## src/rtl/irsir_pkg.sv

```systemverilog
package irsir_pkg;
  localparam logic [7:0] XBOF_CHAR = 8'hFF;
  localparam logic [7:0] BOF_CHAR  = 8'hC0;
  localparam logic [7:0] EOF_CHAR  = 8'hC1;
  localparam int SUBS_PER_BIT = 16;
  localparam int FRAC_SUBS    = 3;
  localparam int CHAR_BITS    = 10;

  typedef enum logic [2:0] {
    ST_IDLE, ST_PRE, ST_PAY, ST_EOF, ST_DRAIN
  } frm_state_e;
endpackage

```

## src/rtl/irsir_tick_gen.sv

```systemverilog
module irsir_tick_gen #(
  parameter int DIV_W = 12
) (
  input  logic             clk,
  input  logic             rst_n,
  input  logic             run_i,
  input  logic [DIV_W-1:0] div_i,
  output logic             tick_o
);
  logic [DIV_W-1:0] cnt_q;
  logic [DIV_W-1:0] lim;

  assign lim    = (div_i == '0) ? '0 : div_i - 1'b1;
  assign tick_o = run_i && (cnt_q == lim);

  always_ff @(posedge clk or negedge rst_n) begin
    if (!rst_n)                     cnt_q <= '0;
    else if (!run_i || cnt_q == lim) cnt_q <= '0;
    else                            cnt_q <= cnt_q + 1'b1;
  end
endmodule

```

## src/rtl/irsir_char_ser.sv

```systemverilog
module irsir_char_ser
  import irsir_pkg::*;
(
  input  logic       clk,
  input  logic       rst_n,
  input  logic       tick_i,
  input  logic       nxt_valid_i,
  input  logic [7:0] nxt_char_i,
  output logic       take_o,
  output logic       active_o,
  output logic       zstart_o,
  output logic       bit_o,
  output logic [3:0] sub_o
);
  logic [CHAR_BITS-1:0] sh_q;
  logic [3:0]           bitn_q;
  logic [3:0]           sub_q;
  logic                 act_q;
  logic                 bit_end, last_bit;

  assign bit_end  = act_q && tick_i && (sub_q == 4'(SUBS_PER_BIT - 1));
  assign last_bit = (bitn_q == 4'(CHAR_BITS - 1));
  assign take_o   = nxt_valid_i && (!act_q || (bit_end && last_bit));
  // a zero bit begins: every load starts with the start bit
  assign zstart_o = take_o || (bit_end && !last_bit && !sh_q[1]);
  assign active_o = act_q;
  assign bit_o    = sh_q[0];
  assign sub_o    = sub_q;

  always_ff @(posedge clk or negedge rst_n) begin
    if (!rst_n) begin
      sh_q   <= '1;
      bitn_q <= '0;
      sub_q  <= '0;
      act_q  <= 1'b0;
    end else if (take_o) begin
      sh_q   <= {1'b1, nxt_char_i, 1'b0};
      bitn_q <= '0;
      sub_q  <= '0;
      act_q  <= 1'b1;
    end else if (bit_end && last_bit) begin
      act_q  <= 1'b0;
      sh_q   <= '1;
    end else if (bit_end) begin
      sh_q   <= {1'b1, sh_q[CHAR_BITS-1:1]};
      bitn_q <= bitn_q + 1'b1;
      sub_q  <= '0;
    end else if (act_q && tick_i) begin
      sub_q  <= sub_q + 1'b1;
    end
  end

  // a load from idle always opens with a zero start bit
  assert_start_bit_R1: assert property (@(posedge clk) disable iff (!rst_n)
    (take_o && !act_q) |=> (act_q && !bit_o && sub_q == 4'd0));
endmodule

```

## src/rtl/irsir_pulse_shaper.sv

```systemverilog
module irsir_pulse_shaper
  import irsir_pkg::*;
#(
  parameter int FIX_CYC = 160
) (
  input  logic       clk,
  input  logic       rst_n,
  input  logic       fixed_i,
  input  logic       active_i,
  input  logic       bit_i,
  input  logic [3:0] sub_i,
  input  logic       zstart_i,
  output logic       pulse_o
);
  localparam int FW = $clog2(FIX_CYC + 1);
  logic [FW-1:0] cnt_q;
  logic          frac;

  always_ff @(posedge clk or negedge rst_n) begin
    if (!rst_n)                   cnt_q <= '0;
    else if (zstart_i && fixed_i) cnt_q <= FW'(FIX_CYC);
    else if (cnt_q != '0)         cnt_q <= cnt_q - 1'b1;
  end

  assign frac    = active_i && !bit_i && (sub_i < 4'(FRAC_SUBS));
  assign pulse_o = fixed_i ? (cnt_q != '0) : frac;

  // every pulse begins right after a zero bit was started
  assert_pulse_origin_R3: assert property (@(posedge clk) disable iff (!rst_n)
    $rose(pulse_o) |-> $past(zstart_i));
endmodule

```

## src/rtl/irsir_tx_framer.sv

```systemverilog
module irsir_tx_framer
  import irsir_pkg::*;
#(
  parameter int DIV_W   = 12,
  parameter int FIX_CYC = 160
) (
  input  logic             clk,
  input  logic             rst_n,
  input  logic             start_i,
  input  logic [7:0]       pre_count_i,
  input  logic [DIV_W-1:0] baud_div_i,
  input  logic             pulse_fixed_i,
  input  logic             sd_ctrl_i,
  input  logic             rx_dis_i,
  input  logic             s_valid_i,
  input  logic [7:0]       s_data_i,
  input  logic             s_last_i,
  output logic             s_ready_o,
  output logic             ir_tx_o,
  output logic             sd_mode_o,
  input  logic             ir_rx_i,
  output logic             ir_rx_o,
  output logic             busy_o,
  output logic             underrun_o
);
  frm_state_e state_q;
  logic [8:0] rem_q;
  logic       mode_q;
  logic       urun_q;
  logic       nxt_valid;
  logic [7:0] nxt_char;
  logic       take, ser_active, zstart, cur_bit, tick;
  logic [3:0] sub;

  irsir_tick_gen #(.DIV_W(DIV_W)) u_tick (
    .clk(clk), .rst_n(rst_n), .run_i(ser_active), .div_i(baud_div_i), .tick_o(tick));

  irsir_char_ser u_ser (
    .clk(clk), .rst_n(rst_n), .tick_i(tick), .nxt_valid_i(nxt_valid),
    .nxt_char_i(nxt_char), .take_o(take), .active_o(ser_active),
    .zstart_o(zstart), .bit_o(cur_bit), .sub_o(sub));

  irsir_pulse_shaper #(.FIX_CYC(FIX_CYC)) u_shape (
    .clk(clk), .rst_n(rst_n), .fixed_i(mode_q), .active_i(ser_active),
    .bit_i(cur_bit), .sub_i(sub), .zstart_i(zstart), .pulse_o(ir_tx_o));

  always_comb begin
    nxt_valid = 1'b0;
    nxt_char  = EOF_CHAR;
    case (state_q)
      ST_PRE: begin
        nxt_valid = 1'b1;
        nxt_char  = (rem_q == 9'd1) ? BOF_CHAR : XBOF_CHAR;
      end
      ST_PAY: begin
        nxt_valid = 1'b1;
        nxt_char  = s_valid_i ? s_data_i : EOF_CHAR;
      end
      ST_EOF:  nxt_valid = 1'b1;
      default: nxt_valid = 1'b0;
    endcase
  end

  always_ff @(posedge clk or negedge rst_n) begin
    if (!rst_n) begin
      state_q <= ST_IDLE;
      rem_q   <= '0;
      mode_q  <= 1'b0;
      urun_q  <= 1'b0;
    end else begin
      urun_q <= 1'b0;
      case (state_q)
        ST_IDLE: if (start_i) begin
          state_q <= ST_PRE;
          rem_q   <= (pre_count_i == 8'd0) ? 9'd256 : {1'b0, pre_count_i};
          mode_q  <= pulse_fixed_i;
        end
        ST_PRE: if (take) begin
          rem_q <= rem_q - 9'd1;
          if (rem_q == 9'd1) state_q <= ST_PAY;
        end
        ST_PAY: if (take) begin
          if (!s_valid_i) begin
            urun_q  <= 1'b1;
            state_q <= ST_DRAIN;
          end else if (s_last_i) begin
            state_q <= ST_EOF;
          end
        end
        ST_EOF:   if (take) state_q <= ST_DRAIN;
        ST_DRAIN: if (!ser_active) state_q <= ST_IDLE;
        default:  state_q <= ST_IDLE;
      endcase
    end
  end

  assign busy_o     = (state_q != ST_IDLE);
  assign s_ready_o  = (state_q == ST_PAY) && take;
  assign underrun_o = urun_q;
  assign sd_mode_o  = ~sd_ctrl_i;
  assign ir_rx_o    = ir_rx_i && !(busy_o || rx_dis_i);

  assert_underrun_single_R9: assert property (@(posedge clk) disable iff (!rst_n)
    underrun_o |=> !underrun_o);
  assert_ready_busy_R8: assert property (@(posedge clk) disable iff (!rst_n)
    s_ready_o |-> busy_o);
  assert_idle_quiet_R10: assert property (@(posedge clk) disable iff (!rst_n)
    (state_q == ST_IDLE) |-> !ser_active);
  assert_rx_blank_R7: assert property (@(posedge clk) disable iff (!rst_n)
    $rose(busy_o) |-> !ir_rx_o);
endmodule

```

## config.mk

```make
export PLATFORM = sky130hd
export DESIGN_NAME = irsir_tx_framer
export DESIGN_NICKNAME = d
export VERILOG_FILES = /design/src/rtl/irsir_pkg.sv /design/src/rtl/irsir_tick_gen.sv /design/src/rtl/irsir_char_ser.sv /design/src/rtl/irsir_pulse_shaper.sv /design/src/rtl/irsir_tx_framer.sv
export SDC_FILE = /design/constraint.sdc
export NUM_CORES = 1
export LEC_CHECK = 0
export ABC_AREA = 1
export BUFFER_PORTS_ARGS = -buffer_cell sky130_fd_sc_hd__buf_2
export CORE_ASPECT_RATIO = 1.5
export CORE_MARGIN = 4
export CORE_UTILIZATION = 59
export CTS_CLUSTER_SIZE = 30
export DETAILED_ROUTE_END_ITERATION = 16
export PLACE_DENSITY = 0.77
export SLEW_MARGIN = 15
export SYNTH_ARGS = -nofsm -noshare
export SYNTH_HDL_FRONTEND = slang
export SYNTH_SLANG_ARGS = --single-unit
```

## constraint.sdc

```tcl
create_clock -name clk -period 2.15 [get_ports clk]
set_input_delay 0.215 -clock clk [delete_from_list [all_inputs] [get_ports clk]]
set_output_delay 0.215 -clock clk [all_outputs]
set_load 0.005 [all_outputs]
```

==> impl_metrics.py <==
metrics = {
    "status": {
        "outcome": "complete, but fails checks",
        "violations": "negative setup slack",
    },
    "clock_network": {
        "clk-insertion-delay-late_ns": 0.32,
        "cts_tree": "yes",
        "clkTransAtPathRegs_ns": 0.10,
        "cts_buffers": 5,
        "cts_num_sinks": 52,
        "clockBufferDepth": 2,
        "h-tree-depth": 2,
        "clockRootBuffer": "clkbuf_8",
    },
    "placed_design": {
        "io_buffers": 42,
        "placed_cells": 704,
        "dp.final_hpwl_mm": 6.662,
        "place_area_mm2": 0.004395,
        "gp_congestion": 0.8423,
    },
    "floorplan": {
        "die_x_um": 73.07,
        "rows": 35,
        "io_pins": 43,
        "die_area_mm2": 0.007717,
        "core_mm2": 0.006175,
        "initial_core_util": 0.6069,
        "die_h_um": 105.6,
    },
    "setup_path": {
        "crit_arrival_ns": 1.98,
        "max_stage_delay_ns": 0.25,
        "cp_cell_sequence": "buf_6 > clkinvlp_4 > ha_4 > nand2_4 > nor2_4 > nand2_8 > nand2_1 > nand2_1 > nand2_1 > nand2_1 > nor2_2 > nand3_2 > nor2_4 > a31oi_4 > nor2_1 > buf_2",
        "start_kind": "input port",
        "crit_type": "input port to primary output",
        "worst_path_max_delay_cell": "nor2_4",
        "cp.required_ns": 1.93,
        "crit_path_frequent_cell": "nand2_1",
        "crit_path_end_kind": "primary output",
        "critical_path.max_fanout": 6,
    },
    "synthesis": {
        "synth-edff-count": 0,
        "ys_seq_area_frac": 0.3503,
        "synth.most_common_cell": "nand2_1",
        "synth_top_flop_cell": "dfrtp_1",
        "synth_top_area_frac": 0.2871,
        "synthTopCellsByArea": "dfrtp_1 29%, nand2_1 16%, inv_1 7.7%",
        "synth_area_leader_cell": "dfrtp_1",
        "ys.warnings.count": 0,
        "yosysUniqueCellTypes": 35,
        "synth_nets": 598,
        "synth_area_per_cell_um2": 6.776,
        "async_reset_ff_frac": 1.000,
        "synth_commonest_cells": "160 x nand2_1, 77 x inv_1, 69 x nor2_1, 46 x nand3_1, 43 x dfrtp_1",
        "synthCells": 553,
        "syn_area_mm2": 0.003747,
        "ys_seq_elements": 52,
    },
    "routing": {
        "ant_nets": 0,
        "finalWirelength_mm": 9.262,
        "met2_length_mm": 5.131,
        "vias_per_cell": 5.356,
        "drc": 0,
        "drt-met1-wl_mm": 3.605,
        "met3_wirelength_um": 272,
        "routed-via-count": 3856,
        "avgRoutedWirePerCell_um": 12.86,
        "routed.top_layer": "met4",
        "drt_pass1_iterations": 5,
        "drt_iter0_drc": 159,
    },
    "pwr": {
        "ir_worst_vdd_uv": 410.2,
        "p_per_area_mw_per_mm2": 447.3,
        "leakage_nw": 2.464,
        "total_power_mw": 2.173,
    },
    "sta": {
        "finClkSkew_ns": 0.01228,
        "finalCriticalPeriod_ns": 2.195,
        "layout_setup_ws_ns": -0.04501,
        "rsz0062_at_grt": "yes",
        "hold_viol": 0,
        "worst_slew_pin_slew_ns": 0.7147,
        "slew_headroom": 0.5218,
        "setup_tns_ns": -0.1054,
        "fin_crit_sh": 1.021,
        "drv_slew": 0,
        "setup_viol": 8,
        "max_freq_ghz": 0.4556,
    },
    "final_layout": {
        "diodes": 0,
        "finalInstanceArea_mm2": 0.004857,
        "final_cells": 720,
        "syn_to_final_growth_pct": 29.62,
        "layout-drive-gt1-share": 0.2848,
        "nets": 690,
    },
    "global_routing": {
        "grt_max_degree": 53,
        "grt_overflow": 0,
        "grt_pass1_wl_mm": 14.61,
        "grt_usage": 0.2331,
        "grt_pass1_vias": 3661,
        "antenna_found_initial": 0,
    },
    "hold_path": {
        "hp-class": "input port to register",
    },
    "job": {
        "drv_cap": 0,
    },
}
[critical path: cells and delay by family]
| family | cells | cell delay (ns) |
|---|---|---|
| buffers and inverters | 3 | 0.29 |
| AOI/OAI and AO/OA | 1 | 0.14 |
| adders and majority gates | 1 | 0.14 |
| and+or+nand+nor | 11 | 1.19 |
[layer usage]
| metal | track usage | up-vias |
|---|---|---|
| li1 | - | 1970 |
| met1 | 0.2420 | 1790 |
| met2 | 0.4456 | 75 |
| met3 | 0.02863 | 21 |
| met4 | 0.1003 | 0 |
| met5 | 0 | - |
[final cells by class]
type	count	area, um2
fill	432	1318
multi-input combinational	412	2337
inverter	79	305.3
clock buffer	5	68.82
timing repair buffer	95	714.4
sequential	52	1313
clock inverter	3	26.28
tap	74	92.59
[timing repair]
action                                  CTS  global route
endpoints found under the setup margin   27            37
gates resized for setup                  13            52
hold endpoints to repair                 43             0
buffers inserted                          0             4
hold buffers                              1             0
cloned                                    0             3
pin swaps                                 2            18
[worst paths after layout]
path                            cells after the start                          to  slack, ns                        start
max in group asynchronous                           3   u_ser.sh_q[3]$_DFFE_PN1P_       1.46                        rst_n
min in group asynchronous                           3        rem_q[5]$_DFFE_PN0P_       0.41                        rst_n
worst min register to register                      2   u_ser.sh_q[7]$_DFFE_PN1P_       0.47    u_ser.sh_q[7]$_DFFE_PN1P_
worst max-delay path                               16                   s_ready_o      -0.05                baud_div_i[0]
worst max register to register                     10  u_ser.sub_o[2]$_DFFE_PN0P_       0.07  u_ser.bitn_q[1]$_DFFE_PN0P_
worst min-delay path                                2        underrun_o$_DFF_PN0_       0.08                    s_valid_i
[flip-flops by register name, indices dropped and copies added (netlist names)]
name,count
u_ser.bitn_q,4
state_q,3
u_tick.cnt_q,12
u_ser.sub_o,4
underrun_o,1
mode_q,1
rem_q,9
u_ser.active_o,1
u_shape.cnt_q,8
u_ser.sh_q,9
[layout by cell type (no fill, tap or decap), types with 8 or more instances in the layout]
cell type	count
dfstp_2	9
nand2_2	13
inv_1	74
nand4_1	17
nor2_1	64
nand3_2	17
buf_4	43
nor3_1	9
dfrtp_1	43
buf_2	40
o21ai_0	19
nand2_4	8
xor2_1	11
nand2_1	146
nand3_1	38
a21oi_1	10
[stage by stage]
step | hold slack [ns] | setup WS, ns | util
after floorplan | -0.08059 | -0.01568 | -
after global placement | 0.2256 | -0.3049 | 0.7119
after detailed placement | 0.2302 | -0.3907 | 0.7119
after CTS | 0.06638 | 0.0006386 | 0.7384
after global routing | 0.09414 | -0.2082 | 0.7866
final | 0.08352 | -0.04501 | 0.7866
[power by group]
part,switching [mW],internal (mW),total [mW]
Combinational,0.260,0.218,0.478
Sequential,0.0649,1.04,1.11
Clock,0.350,0.238,0.588
Total,0.675,1.50,2.17
[logic make-up after synthesis]
kind of cell | synth area share
AO/OA/AOI/OAI | 0.07947
XOR/XNOR | 0.02805
adder cells (fa/ha/maj) | 0.02671
buffers and inverters | 0.1002
flip-flops | 0.3503
multiplexers | 0.003005
AND/OR/NAND/NOR | 0.4124
Power figures use the tool's default switching activity.
